--- src/rtl/fwd_pkg.sv ---
package fwd_pkg;
   localparam int DA_W     = 48;
   localparam int DA_BYTES = DA_W / 8;
   localparam int DA_HI_W  = DA_W - 32;

   // word addresses
   localparam int ADR_SYNC = 1;
   localparam int ADR_CFG  = 2;
   localparam int ADR_ENT  = 16;
   localparam int ADR_MSK  = 32;
   localparam int MAX_ENT  = (ADR_MSK - ADR_ENT) / 2;

   // upper-word field positions
   localparam int B_APP_P2 = 31;
   localparam int B_APP_P1 = 30;
   localparam int B_PRI    = 19;
   localparam int B_OTH    = 17;
   localparam int B_HOST   = 16;

   // configuration word field positions
   localparam int B_SYNC      = 15;
   localparam int B_UNK_OTH2  = 14;
   localparam int B_UNK_OTH1  = 13;
   localparam int B_UNK_HOST2 = 12;
   localparam int B_UNK_HOST1 = 2;

   typedef struct packed {
      logic            app_p2;
      logic            app_p1;
      logic            pri;
      logic            to_oth;
      logic            to_host;
      logic [DA_W-1:0] addr;
      logic [DA_W-1:0] mask;
   } entry_t;

   typedef struct packed {
      logic oth_p2;
      logic oth_p1;
      logic host_p2;
      logic host_p1;
   } unk_cfg_t;
endpackage

--- src/rtl/fwd_regs.sv ---
module fwd_regs
   import fwd_pkg::*;
#(
   parameter int N_ENT = 4,
   parameter int AW    = 6
) (
   input  logic                     clk,
   input  logic                     rst_n,
   input  logic                     wr_en,
   input  logic [AW-1:0]            wr_addr,
   input  logic [31:0]              wr_data,
   output entry_t [N_ENT-1:0]       act_ent,
   output unk_cfg_t                 act_cfg,
   output logic                     sync_go
);
   entry_t [N_ENT-1:0] stg_ent;
   unk_cfg_t           stg_cfg;

   assign sync_go = wr_en && (wr_addr == AW'(ADR_SYNC)) && wr_data[B_SYNC];

   always_ff @(posedge clk or negedge rst_n) begin
      if (!rst_n) begin
         stg_cfg <= '0;
      end else if (wr_en && (wr_addr == AW'(ADR_CFG))) begin
         stg_cfg.oth_p2  <= wr_data[B_UNK_OTH2];
         stg_cfg.oth_p1  <= wr_data[B_UNK_OTH1];
         stg_cfg.host_p2 <= wr_data[B_UNK_HOST2];
         stg_cfg.host_p1 <= wr_data[B_UNK_HOST1];
      end
   end

   for (genvar i = 0; i < N_ENT; i++) begin : g_stg
      localparam int A_UP = ADR_ENT + 2 * i;
      localparam int M_UP = ADR_MSK + 2 * i;
      always_ff @(posedge clk or negedge rst_n) begin
         if (!rst_n) begin
            stg_ent[i] <= '0;
         end else if (wr_en) begin
            if (wr_addr == AW'(A_UP)) begin
               stg_ent[i].app_p2              <= wr_data[B_APP_P2];
               stg_ent[i].app_p1              <= wr_data[B_APP_P1];
               stg_ent[i].pri                 <= wr_data[B_PRI];
               stg_ent[i].to_oth              <= wr_data[B_OTH];
               stg_ent[i].to_host             <= wr_data[B_HOST];
               stg_ent[i].addr[DA_W-1:32]     <= wr_data[DA_HI_W-1:0];
            end
            if (wr_addr == AW'(A_UP + 1))
               stg_ent[i].addr[31:0] <= wr_data;
            if (wr_addr == AW'(M_UP))
               stg_ent[i].mask[DA_W-1:32] <= wr_data[DA_HI_W-1:0];
            if (wr_addr == AW'(M_UP + 1))
               stg_ent[i].mask[31:0] <= wr_data;
         end
      end
   end

   always_ff @(posedge clk or negedge rst_n) begin
      if (!rst_n) begin
         act_ent <= '0;
         act_cfg <= '0;
      end else if (sync_go) begin
         act_ent <= stg_ent;
         act_cfg <= stg_cfg;
      end
   end
endmodule

--- src/rtl/fwd_da_collect.sv ---
module fwd_da_collect
   import fwd_pkg::*;
(
   input  logic            clk,
   input  logic            rst_n,
   input  logic            in_vld,
   input  logic            in_sof,
   input  logic            in_port,
   input  logic [7:0]      in_byte,
   output logic [DA_W-1:0] da,
   output logic            da_port,
   output logic            da_rdy
);
   localparam int CW = $clog2(DA_BYTES + 1);

   logic [CW-1:0] cnt_q;
   logic          open;

   assign open = (cnt_q != '0) && (cnt_q < CW'(DA_BYTES));

   always_ff @(posedge clk or negedge rst_n) begin
      if (!rst_n) begin
         cnt_q   <= '0;
         da      <= '0;
         da_port <= 1'b0;
         da_rdy  <= 1'b0;
      end else begin
         da_rdy <= 1'b0;
         if (in_vld && in_sof) begin
            da      <= {{(DA_W-8){1'b0}}, in_byte};
            da_port <= in_port;
            cnt_q   <= CW'(1);
         end else if (in_vld && open) begin
            da    <= {da[DA_W-9:0], in_byte};
            cnt_q <= cnt_q + CW'(1);
            if (cnt_q == CW'(DA_BYTES - 1))
               da_rdy <= 1'b1;
         end
      end
   end
endmodule

--- src/rtl/fwd_match.sv ---
module fwd_match
   import fwd_pkg::*;
#(
   parameter int N_ENT    = 4,
   parameter int PIPE_CMP = 1
) (
   input  logic               clk,
   input  logic               rst_n,
   input  entry_t [N_ENT-1:0] ent,
   input  logic [DA_W-1:0]    da,
   input  logic               da_port,
   input  logic               da_rdy,
   output logic               m_vld,
   output logic               m_port,
   output logic               m_any,
   output logic               m_host,
   output logic               m_oth,
   output logic               m_pri
);
   logic [N_ENT-1:0] hit, host_v, oth_v, pri_v;
   logic             c_any, c_host, c_oth, c_pri;

   for (genvar i = 0; i < N_ENT; i++) begin : g_cmp
      logic applies;
      assign applies   = da_port ? ent[i].app_p2 : ent[i].app_p1;
      assign hit[i]    = applies && (((da ^ ent[i].addr) & ent[i].mask) == '0);
      assign host_v[i] = ent[i].to_host;
      assign oth_v[i]  = ent[i].to_oth;
      assign pri_v[i]  = ent[i].pri;
   end

   assign c_any  = |hit;
   assign c_host = |(hit & host_v);
   assign c_oth  = |(hit & oth_v);
   assign c_pri  = |(hit & pri_v);

   if (PIPE_CMP != 0) begin : g_pipe
      always_ff @(posedge clk or negedge rst_n) begin
         if (!rst_n) begin
            m_vld <= 1'b0; m_port <= 1'b0; m_any <= 1'b0;
            m_host <= 1'b0; m_oth <= 1'b0; m_pri <= 1'b0;
         end else begin
            m_vld  <= da_rdy;
            m_port <= da_port;
            m_any  <= c_any;
            m_host <= c_host;
            m_oth  <= c_oth;
            m_pri  <= c_pri;
         end
      end
   end else begin : g_flat
      assign m_vld  = da_rdy;
      assign m_port = da_port;
      assign m_any  = c_any;
      assign m_host = c_host;
      assign m_oth  = c_oth;
      assign m_pri  = c_pri;
   end
endmodule

--- src/rtl/fwd_decide.sv ---
module fwd_decide
   import fwd_pkg::*;
(
   input  logic       clk,
   input  logic       rst_n,
   input  unk_cfg_t   cfg,
   input  logic       m_vld,
   input  logic       m_port,
   input  logic       m_any,
   input  logic       m_host,
   input  logic       m_oth,
   input  logic       m_pri,
   output logic       dec_vld,
   output logic [1:0] dec_fwd,
   output logic       dec_hit,
   output logic       dec_pri
);
   logic unk_host, unk_oth;

   assign unk_host = m_port ? cfg.host_p2 : cfg.host_p1;
   assign unk_oth  = m_port ? cfg.oth_p2  : cfg.oth_p1;

   always_ff @(posedge clk or negedge rst_n) begin
      if (!rst_n) begin
         dec_vld <= 1'b0;
         dec_fwd <= 2'b00;
         dec_hit <= 1'b0;
         dec_pri <= 1'b0;
      end else begin
         dec_vld <= m_vld;
         if (m_vld) begin
            dec_hit <= m_any;
            dec_pri <= m_any && m_pri;
            dec_fwd <= m_any ? {m_host, m_oth} : {unk_host, unk_oth};
         end else begin
            dec_hit <= 1'b0;
            dec_pri <= 1'b0;
            dec_fwd <= 2'b00;
         end
      end
   end
endmodule

--- src/rtl/fwd_filter.sv ---
module fwd_filter
   import fwd_pkg::*;
#(
   parameter int N_ENT    = 4,
   parameter int AW       = 6,
   parameter int PIPE_CMP = 1
) (
   input  logic          clk,
   input  logic          rst_n,
   input  logic          cfg_we,
   input  logic [AW-1:0] cfg_addr,
   input  logic [31:0]   cfg_wdata,
   input  logic          rx_vld,
   input  logic          rx_sof,
   input  logic          rx_port,
   input  logic [7:0]    rx_byte,
   output logic          dec_vld,
   output logic [1:0]    dec_fwd,
   output logic          dec_hit,
   output logic          dec_pri
);
   localparam int LAT = (PIPE_CMP != 0) ? 2 : 1;

   if (N_ENT < 1 || N_ENT > MAX_ENT) begin : g_bad_nent
      $error("fwd_filter: N_ENT out of range");
   end
   if (AW < 6) begin : g_bad_aw
      $error("fwd_filter: AW too small for the register map");
   end
   if (PIPE_CMP < 0 || PIPE_CMP > 1) begin : g_bad_pipe
      $error("fwd_filter: PIPE_CMP must be 0 or 1");
   end

   entry_t [N_ENT-1:0] act_ent;
   unk_cfg_t           act_cfg;
   logic               sync_go;
   logic [DA_W-1:0]    da;
   logic               da_port, da_rdy;
   logic               m_vld, m_port, m_any, m_host, m_oth, m_pri;

   fwd_regs #(.N_ENT(N_ENT), .AW(AW)) u_regs (
      .clk(clk), .rst_n(rst_n), .wr_en(cfg_we), .wr_addr(cfg_addr),
      .wr_data(cfg_wdata), .act_ent(act_ent), .act_cfg(act_cfg), .sync_go(sync_go)
   );

   fwd_da_collect u_col (
      .clk(clk), .rst_n(rst_n), .in_vld(rx_vld), .in_sof(rx_sof),
      .in_port(rx_port), .in_byte(rx_byte), .da(da), .da_port(da_port), .da_rdy(da_rdy)
   );

   fwd_match #(.N_ENT(N_ENT), .PIPE_CMP(PIPE_CMP)) u_match (
      .clk(clk), .rst_n(rst_n), .ent(act_ent), .da(da), .da_port(da_port),
      .da_rdy(da_rdy), .m_vld(m_vld), .m_port(m_port), .m_any(m_any),
      .m_host(m_host), .m_oth(m_oth), .m_pri(m_pri)
   );

   fwd_decide u_dec (
      .clk(clk), .rst_n(rst_n), .cfg(act_cfg), .m_vld(m_vld), .m_port(m_port),
      .m_any(m_any), .m_host(m_host), .m_oth(m_oth), .m_pri(m_pri),
      .dec_vld(dec_vld), .dec_fwd(dec_fwd), .dec_hit(dec_hit), .dec_pri(dec_pri)
   );
endmodule

--- config.mk ---
export PLATFORM = sky130hd
export DESIGN_NAME = fwd_filter
export DESIGN_NICKNAME = d
export VERILOG_FILES = /design/src/rtl/fwd_pkg.sv /design/src/rtl/fwd_regs.sv /design/src/rtl/fwd_da_collect.sv /design/src/rtl/fwd_match.sv /design/src/rtl/fwd_decide.sv /design/src/rtl/fwd_filter.sv
export SDC_FILE = /design/constraint.sdc
export NUM_CORES = 1
export LEC_CHECK = 0
export ABC_AREA = 1
export ABC_CLOCK_PERIOD_IN_PS = 2200
export BUFFER_PORTS_ARGS = -buffer_cell sky130_fd_sc_hd__clkbuf_2
export CAP_MARGIN = 20
export CORE_ASPECT_RATIO = 1.75
export CORE_MARGIN = 8
export CORE_UTILIZATION = 45
export DETAILED_ROUTE_END_ITERATION = 8
export PLACE_DENSITY = 0.61
export SLEW_MARGIN = 0
export SYNTH_ARGS = -nofsm -noshare
export SYNTH_HDL_FRONTEND = slang
export SYNTH_SLANG_ARGS = --single-unit
--- constraint.sdc ---
create_clock -name clk -period 2.2 [get_ports clk]
set_clock_uncertainty 0.1 [all_clocks]
set_input_delay 0.55 -clock clk [delete_from_list [all_inputs] [get_ports clk]]
set_output_delay 0.55 -clock clk [all_outputs]
set_load 0.05 [all_outputs]
==> flow_summary.json, run 1 <==
{
  "antenna_found_initial": 3,
  "start_util": 0.4538,
  "synth_area_leaders": "dfrtp_1 61%, nand2_1 9.2%, o21ai_0 6.3%",
  "grt-ovfl-total": 0,
  "dr_wl_met2_um": 47130,
  "start_kind": "flop",
  "cts_inserted_buffers": 79,
  "cts_buffer_depth": 3,
  "pwr-share-seq": 0.502,
  "maxUsedRoutingLayer": "met4",
  "period_share": 0.9430,
  "area_growth_pct": 15.34,
  "fmax_mhz": 482.0,
  "nets": 3756,
  "grt_use_total": 0.2174,
  "wl_met3_um": 4261,
  "powerDensity_nw_per_um2": 902.2,
  "vias": 24830,
  "vias_per_cell": 5.166,
  "utilization": 0.5234,
  "min_period_ps": 2075,
  "worstSetupEndpointType": "flop",
  "reg2regPathDepth": 11,
  "gp_congestion": 0.8255,
  "pin_count": 57,
  "layout_setup_ws_ps": 125.4,
  "cp.arrival_ps": 2560,
  "p_sw_frac": 0.2587,
  "maxCapViolations": 0,
  "power.internal_mw": 27.90,
  "post-synth-top-area-fraction": 0.6088,
  "syn_nets": 3632,
  "grt_pass1_vias": 25190,
  "ant_nets": 0,
  "crit_start": "u_col.da[35]",
  "avgSynthCellArea_sq_um": 10.11,
  "worstPathRequired_ps": 2680,
  "crit_type": "flop to flop",
  "slew_violations": 0,
  "yosysSeqAreaShare": 0.6088,
  "design_area_sq_um": 41720,
  "synth.cell_area_sq_um": 36170,
  "min_from": "rx_byte[4]",
  "total_power_mw": 37.64,
  "dieArea_sq_um": 90070,
  "path_clk_slew_ps": 70,
  "grt_max_degree": 90,
  "drive_above_1_share": 0.1825,
  "tightest_slew_ps": 591.3,
  "first_pass_iters": 5,
  "worstPathMaxFanout": 9,
  "clkPwrFrac": 0.391,
  "m1WireLength_um": 39130,
  "hp-class": "primary input to flop",
  "totalWireLength_um": 96430,
  "post-place-ws_ps": -79.81,
  "leakage_nw": 21.07,
  "wl_per_cell_um": 20.07,
  "relSlewSlack": 0.6058,
  "fin_cells": 4806,
  "cts.sinks": 880,
  "dpl-instance-area_sq_um": 38820,
  "dp_cells": 4650,
  "hold_path_depth": 3,
  "power_frac_comb": 0.107,
  "status": "complete, no violations",
  "insertion_delay_ps": 660,
  "post-route-drc-count": 0,
  "setup_tns_ps": 0,
  "synth_cell_types": 29,
  "root_buffer": "clkbuf_16",
  "synth_warnings": 0,
  "r2r_start": "u_col.da[35]",
  "core_area_sq_um": 79710,
  "antennaDiodeCount": 0,
  "htree_num_levels": 3,
  "ir_drop_v": 0.0005379,
  "die_width_um": 230.3,
  "setup_violations": 0,
  "hpwl_um": 65510,
  "cts_tree": "yes",
  "syn-instance-count": 3577,
  "grt_pass1_wl_um": 149800,
  "ys_seq_elements": 880,
  "drt_iter0_drc": 1808,
  "port_buffers": 56,
  "row_count": 137,
  "whs_ps": 49.29,
  "die_h_um": 391.1,
  "p_sw_mw": 9.739,
  "synth_top_area_cell": "dfrtp_1",
  "hold_viol_final": 0
}
cell usage in the layout, fill, tap and decap left out, drive strengths merged, types with 35 or more instances in the layout:
| cell | count |
|---|---|
| o22ai | 35 |
| o21ai | 455 |
| mux2 | 301 |
| nand2 | 887 |
| dfrtp | 880 |
| inv | 247 |
| clkbuf | 173 |
| nand3 | 153 |
| nor2 | 260 |
| or2 | 43 |
| a21oi | 90 |
| buf | 165 |
repair_timing:
action                                  CTS  global route
gates resized for setup                   1            10
endpoints found under the setup margin    3             4
endpoints found under the hold margin   204             0
pin swaps                                 0             1
hold buffers                             11             0
buffers inserted                          0             1
power by group through the flow:
stage | Sequential [mW] | Combinational (mW) | Clock (mW)
after global routing | 19.1 | 4.60 | 15.6
after global placement | 19.1 | 3.92 | 0
after CTS | 18.9 | 4.07 | 15.0
after detailed placement | 19.2 | 4.03 | 0
final | 18.9 | 4.03 | 14.7
after floorplan | 18.7 | 2.45 | 0
flip-flops by register name (all words and copies together), names as in the netlist, 2 cells and up:
name	cells
u_regs.stg_ent	404
u_regs.act_cfg	4
u_regs.act_ent	404
u_col.da	48
u_dec.dec_fwd	2
u_regs.stg_cfg	4
u_col.cnt_q	3
final timing paths:
path                                       end  slack [ps]
max in group asynchronous   u_regs.act_ent[16]         900
max                             u_match.m_host         130
max reg2reg                     u_match.m_host         130
min in group asynchronous  u_regs.stg_ent[340]         260
min reg2reg                      u_match.m_vld         260
min                                u_col.da[4]          50
cell usage after synthesis:
master and count:
clkinv_1 2, nand4_1 14, nor4_1 1, o21ai_0 455
inv_1 243, or2_2 43, nand3b_1 4, o31ai_1 1
nand2_1 887, dfrtp_1 880, nor2_1 260, nand3_1 153
o211ai_1 1, clkbuf_1 143, mux2_4 100, mux2_2 171
mux2_1 30, a21oi_1 90, nor3_1 7, xor2_1 4
buf_6 21, buf_1 1, o22ai_1 35, buf_4 1
a22oi_1 2, ha_1 3, buf_2 22, nor3_2 2
inv_2 1
metal layers:
metal / track usage / vias to the layer above
met3: 0.03116 / 201
li1: - / 11840
met2: 0.3680 / 516
met4: 0.1240 / 0
met1: 0.2645 / 12270
met5: 0 / -
cell families (layout without fill, tap and decap cells):
logic type	Yosys count	count (layout)	synth area share
AND/OR/NAND/NOR	1371	1371	0.1526
flip-flops	880	880	0.6088
AO/OA/AOI/OAI	584	584	0.08229
buffers and inverters	434	621	0.05026
multiplexers	301	301	0.1041
XOR/XNOR	4	4	0.0009684
adder cells (fa/ha/maj)	3	3	0.001038
cell type report:
cell class | instances | area, sq um
Fill cell | 7104 | 37990
Clock buffer | 118 | 2409
Tap cell | 1042 | 1304
Sequential cell | 880 | 22030
Inverter | 246 | 923.4
Multi-Input combinational cell | 2263 | 12390
Clock inverter | 26 | 345.3
Timing Repair Buffer | 231 | 2321
worst max-delay path: stages (launching register included):
cell	delay [ps]
dfrtp_1	490
or2_2	340
nand3_1	250
nand4_1	130
nor2_1	110
nand2_1	100
nor2_1	100
buf_4	160
nand3_1	70
nand2_1	60
inv_1	40
nand2_1	60
Note: power is estimated with default switching activity, not from simulation.
==> run 2, diff against run 1 <==
--- a/config.mk
+++ b/config.mk
@@ -13,7 +13,7 @@
 export CORE_MARGIN = 8
 export CORE_UTILIZATION = 45
 export DETAILED_ROUTE_END_ITERATION = 8
-export PLACE_DENSITY = 0.61
+export PLACE_DENSITY = 0.6
 export SLEW_MARGIN = 0
 export SYNTH_ARGS = -nofsm -noshare
 export SYNTH_HDL_FRONTEND = slang
==> flow_summary.json, run 2 (synthesis results as in run 1) <==
{
  "totalWireLength_um": 96760,
  "pin_count": 57,
  "top_regs": "u_regs.act_ent: 404 flops, u_regs.stg_ent: 404 flops, u_col.da: 48 flops",
  "status": "complete, no violations",
  "min_to": "u_regs.stg_ent[81]",
  "worstPathMaxFanout": 9,
  "leakage_nw": 21.01,
  "relSlewSlack": 0.5839,
  "hpwl_um": 67190,
  "period_share": 0.9712,
  "worstSetupEndpointType": "flop",
  "path_buf_inv": 2,
  "ant_nets": 0,
  "grt-ovfl-total": 0,
  "drt_iter0_drc": 1793,
  "min_period_ps": 2137,
  "root_buffer": "clkbuf_16",
  "utilization": 0.5215,
  "cts_tree": "yes",
  "r2r_end": "u_match.m_pri",
  "multi_input_area_sq_um": 12400,
  "antenna_found_initial": 0,
  "hold_path_depth": 3,
  "maxCapViolations": 0,
  "start_kind": "flop",
  "drive_above_1_share": 0.1860,
  "grt_pass1_wl_um": 150600,
  "core_area_sq_um": 79710,
  "ff_latch_area_sq_um": 22020,
  "die_h_um": 391.1,
  "post-route-drc-count": 0,
  "r2r_start": "u_col.da[35]",
  "crit_chain": "or2_2, nand3_1, nand4_1, nor2_1, nand2_1, nor2_2, buf_4, nand3_1, nand2_1, inv_1, nand2_1",
  "grt_pass1_vias": 25120,
  "insertion_delay_ps": 660,
  "min_from": "cfg_wdata[1]",
  "start_util": 0.4538,
  "ir_drop_v": 0.0004871,
  "hold_viol_final": 0,
  "path_clk_slew_ps": 60,
  "antennaDiodeCount": 0,
  "row_count": 137,
  "grt_max_degree": 103,
  "mostFrequentLayoutCell": "nand2_1",
  "dieArea_sq_um": 90070,
  "reg2regPathDepth": 11,
  "tightest_slew_ps": 624.1,
  "rrSetupSlack_ps": 60,
  "vias": 24770,
  "cts_inserted_buffers": 79,
  "cts.sinks": 880,
  "cts_buffer_depth": 3,
  "gp_congestion": 0.8404,
  "nets": 3767,
  "hp-class": "primary input to flop",
  "slew_violations": 0,
  "fillCellCount": 7126,
  "die_width_um": 230.3,
  "setup_violations": 0,
  "vias_per_cell": 5.142,
  "max_stage_delay_ps": 510,
  "fmax_mhz": 468.0,
  "path_delay_family": "simple AND/OR/NAND/NOR gates",
  "wl_per_cell_um": 20.09,
  "final_cell_mix": "878 x nand2_1, 877 x dfrtp_1, 455 x o21ai_0",
  "total_power_mw": 37.32,
  "crit_path_top_delay_cell": "dfrtp_1",
  "crit_type": "flop to flop",
  "grt_use_total": 0.2177,
  "cp.arrival_ps": 2630,
  "htree_num_levels": 3,
  "port_buffers": 56,
  "first_pass_iters": 5,
  "powerDensity_nw_per_um2": 897.7,
  "setup_tns_ps": 0,
  "worstPathRequired_ps": 2690,
  "area_growth_pct": 14.93,
  "cp_common_cell": "nand2_1"
}
[run 2: changes by cell type in the layout (fill, tap and decap cells not counted), sizes merged]
| cell | before | now |
|---|---|---|
| clkinv | 17 | 16 |
| buf | 165 | 182 |
| clkinvlp | 0 | 3 |
| dlygate4sd3 | 11 | 5 |
| inv | 247 | 248 |
| clkbuf | 173 | 171 |
| bufinv | 8 | 7 |
[run 2: worst min-delay path, stage by stage]
cell	delay [ps]
clkbuf_2	100
nand2_1	50
o21ai_0	60
[run 2: per-layer routing]
metal,global-route usage,wire [um],vias to the layer above,part of all wire
li1,-,-,11880,-
met1,0.2637,39660,12340,0.41
met3,0.02536,3111,141,0.032
met4,0.07966,3352,0,0.035
met5,0,0,-,0
met2,0.3948,50640,410,0.52
[run 2: area by class of cell]
type,instances,area share
Sequential cell,880,0.5298
Tap cell,1042,0.03136
Clock inverter,28,0.008307
Multi-Input combinational cell,2263,0.2982
Clock buffer,116,0.05601
Timing Repair Buffer,242,0.05412
Inverter,246,0.02221
[run 2: power breakdown]
part	switching [mW]	internal (mW)
sequential	1.12	17.8
clock	6.17	8.20
combinational	2.46	1.60
[run 2: repair_timing]
action	in CTS	in global routing
hold buffers	5	0
endpoints found under the hold margin	267	0
endpoints found under the setup margin	4	3
setup buffers	0	1
resized for setup	4	7
[run 2: worst max path at each step]
stage,start,endpoint,slack [ps],depth (start not counted)
after floorplan,cfg_addr[3],u_regs.act_ent[101],220,8
after global placement,cfg_addr[3],u_regs.act_ent[218],-50,8
after detailed placement,cfg_addr[3],u_regs.act_ent[217],-80,8
after CTS,u_col.da[12],u_match.m_oth,30,12
after global routing,u_col.da[8],u_match.m_oth,-2,12
final,u_col.da[35],u_match.m_pri,60,11
[run 2: per-stage QoR]
step	instances	hold slack, ps	cell area [sq um]	setup WS (ps)
6_report	4817	48.70	41570	63.35
5_1_grt	4817	44.28	41570	-2.474
4_1_cts	4816	8.890	41550	34.17
3_5_place_dp	4667	239.6	38810	-77.46
3_3_place_gp	4667	247.3	38810	-50.71
2_1_floorplan	3577	154.4	36170	218.8
==> run 3, diff against run 2 <==
--- a/config.mk
+++ b/config.mk
@@ -5,10 +5,9 @@
 export SDC_FILE = /design/constraint.sdc
 export NUM_CORES = 1
 export LEC_CHECK = 0
-export ABC_AREA = 1
 export ABC_CLOCK_PERIOD_IN_PS = 2200
 export BUFFER_PORTS_ARGS = -buffer_cell sky130_fd_sc_hd__clkbuf_2
-export CAP_MARGIN = 20
+export CAP_MARGIN = 5
 export CORE_ASPECT_RATIO = 1.75
 export CORE_MARGIN = 8
 export CORE_UTILIZATION = 45
@@ -17,4 +16,5 @@
 export SLEW_MARGIN = 0
 export SYNTH_ARGS = -nofsm -noshare
 export SYNTH_HDL_FRONTEND = slang
+export SYNTH_HIERARCHICAL = 1
 export SYNTH_SLANG_ARGS = --single-unit
==> flow_summary.json, run 3 <==
{
  "dieArea_sq_um": 89390,
  "ff_latch_area_sq_um": 22030,
  "first_pass_iters": 5,
  "clkPwrFrac": 0.376,
  "syn_nets": 2340,
  "pin_count": 57,
  "power.internal_mw": 27.75,
  "start_kind": "flop",
  "synth_top_area_cell": "dfrtp_1",
  "powerDensity_nw_per_um2": 889.9,
  "grt_max_degree": 81,
  "ys_seq_elements": 880,
  "grt-ovfl-total": 0,
  "mostFrequentLayoutCell": "dfrtp_1",
  "maxCapViolations": 0,
  "utilization": 0.5276,
  "fin_cells": 3630,
  "cts.sinks": 880,
  "p_sw_frac": 0.2551,
  "synth_area_leaders": "dfrtp_1 61%, mux2_2 13%, mux2_1 13%",
  "post-route-drc-count": 0,
  "period_share": 0.9873,
  "start_util": 0.4521,
  "worstPathMaxFanout": 4,
  "worstSetupEndpointType": "flop",
  "die_width_um": 229.5,
  "core_area_sq_um": 79360,
  "vias_per_cell": 5.532,
  "synth_edf_count": 0,
  "grt_pass1_vias": 22390,
  "synth_common_cells": "880 x dfrtp_1, 422 x mux2_2, 401 x mux2_1",
  "grt_use_total": 0.2219,
  "syn-instance-count": 2285,
  "cp.arrival_ps": 2610,
  "synthArstFlopShare": 1.000,
  "grt_pass1_wl_um": 148300,
  "dp_cells": 3480,
  "synth.cell_area_sq_um": 35880,
  "fmax_mhz": 460.4,
  "hpwl_um": 67840,
  "die_h_um": 389.6,
  "hp-class": "primary input to flop",
  "cts_inserted_buffers": 79,
  "htree_num_levels": 3,
  "min_period_ps": 2172,
  "tightest_slew_ps": 660.5,
  "multi_input_area_sq_um": 13280,
  "top_regs": "u_regs/act_ent: 404 flops, u_regs/stg_ent: 404 flops, u_col/da: 48 flops",
  "crit_type": "flop to flop",
  "pwr-share-seq": 0.503,
  "final_cell_mix": "870 x dfrtp_1, 422 x mux2_2, 401 x mux2_1",
  "slew_violations": 0,
  "vias": 20080,
  "m1WireLength_um": 39000,
  "status": "complete, no violations",
  "port_buffers": 56,
  "drive_above_1_share": 0.3404,
  "avgSynthCellArea_sq_um": 15.70,
  "maxUsedRoutingLayer": "met4",
  "setup_violations": 0,
  "wl_met3_um": 3296,
  "worstPathRequired_ps": 2640,
  "dr_wl_met2_um": 52170,
  "cts_setup_buffers": 0,
  "totalWireLength_um": 98020,
  "p_sw_mw": 9.507,
  "hold_viol_final": 0,
  "synth_most_common_cell": "dfrtp_1",
  "row_count": 137,
  "insertion_delay_ps": 640,
  "ant_nets": 0,
  "wl_per_cell_um": 27.00,
  "leakage_nw": 22.15,
  "ir_drop_v": 0.0006652,
  "fillCellCount": 6523,
  "antenna_found_initial": 5,
  "synthFlopType": "dfrtp_1",
  "whs_ps": 69.64,
  "path_clk_slew_ps": 70,
  "crit_path_top_delay_cell": "dfrtp_1",
  "cts_tree": "yes",
  "relSlewSlack": 0.5596,
  "root_buffer": "clkbuf_16",
  "synth_warnings": 6,
  "crit_chain": "buf_4, xor2_1, a22o_1, a221oi_1, and4_2, nand4_1, o2111ai_2",
  "gp_congestion": 0.8331,
  "post-synth-top-area-fraction": 0.6137,
  "yosysSeqAreaShare": 0.6137,
  "power_frac_comb": 0.120,
  "rsz0062_at_grt": "true",
  "max_stage_delay_ps": 440,
  "synth_cell_types": 48,
  "cts_buffer_depth": 3,
  "area_growth_pct": 16.68,
  "nets": 2578,
  "drt_iter0_drc": 895
}
[run 3: layer usage]
layer  up-vias  GRT usage
li1       8692          -
met1     10860     0.2641
met2       376     0.4026
met3       156    0.02985
met4         0    0.08528
met5         -          0
[run 3: cells by family after synthesis]
logic type,after synthesis,share of synthesized area
flops,880,0.6137
mux,842,0.2643
xor+xnor,192,0.04707
compound gates,139,0.03285
buf+inv,122,0.02176
simple gates,107,0.01935
fa+ha+maj,3,0.001046
[run 3: final timing paths]
check	cells past startpoint	endpoint	from	slack [ps]
max	7	u_match/m_pri	u_col/da[0]	30
min	2	u_col/da[0]	rx_byte[0]	70
max reg2reg	7	u_match/m_pri	u_col/da[0]	30
max in group asynchronous	4	u_col/da[27]	rst_n	790
min reg2reg	0	u_match/m_vld	u_col/da_rdy	260
min in group asynchronous	2	u_regs/stg_ent[284]	rst_n	300
[run 3: cell type report]
| class | count | area share |
|---|---|---|
| clock buffers | 119 | 0.05708 |
| clock inverters | 21 | 0.005319 |
| repair buffers | 275 | 0.06234 |
| diodes | 6 | 0.0003586 |
| inverters | 4 | 0.0003885 |
| well taps | 1042 | 0.03114 |
| flip-flops and latches | 880 | 0.5263 |
| multi-input cells | 1283 | 0.3171 |
[run 3: stage by stage]
step / worst slack [ps] / cell area [sq um] / total power [mW] / TNS (ps)
after CTS: -59.04 / 41780 / 37.67 / -59.04
after global routing: -42.92 / 41860 / 38.68 / -98.98
after detailed placement: -290.1 / 39010 / 23.45 / -6313
final: 27.96 / 41870 / 37.26 / 0
after global placement: -261.0 / 39010 / 23.26 / -5518
after floorplan: 53.31 / 35880 / 21.02 / 0
[run 3: power groups by stage]
stage               logic, mW  registers [mW]  clock network, mW
floorplan                2.33            18.7                  0
global placement         4.32            18.9                  0
detailed placement       4.42            19.0                  0
CTS                      4.50            18.7               14.4
global route             4.84            18.9               14.9
finish                   4.48            18.8               14.0
[run 3: critical path, delay by kind of cell, from the launching register on]
family                    cells  cell delay [ps]
AOI/OAI and AO/OA             3              690
buffers and inverters         1              170
xor gates and xnor gates      1              160
and+or+nand+nor               2              510
DFF                           1              440
[run 3: repair_timing]
item / CTS / global route
endpoints found under the hold margin: 41 / 0
pin swaps: 0 / 3
resized for setup: 29 / 17
hold buffers: 5 / 0
endpoints found under the setup margin: 5 / 5
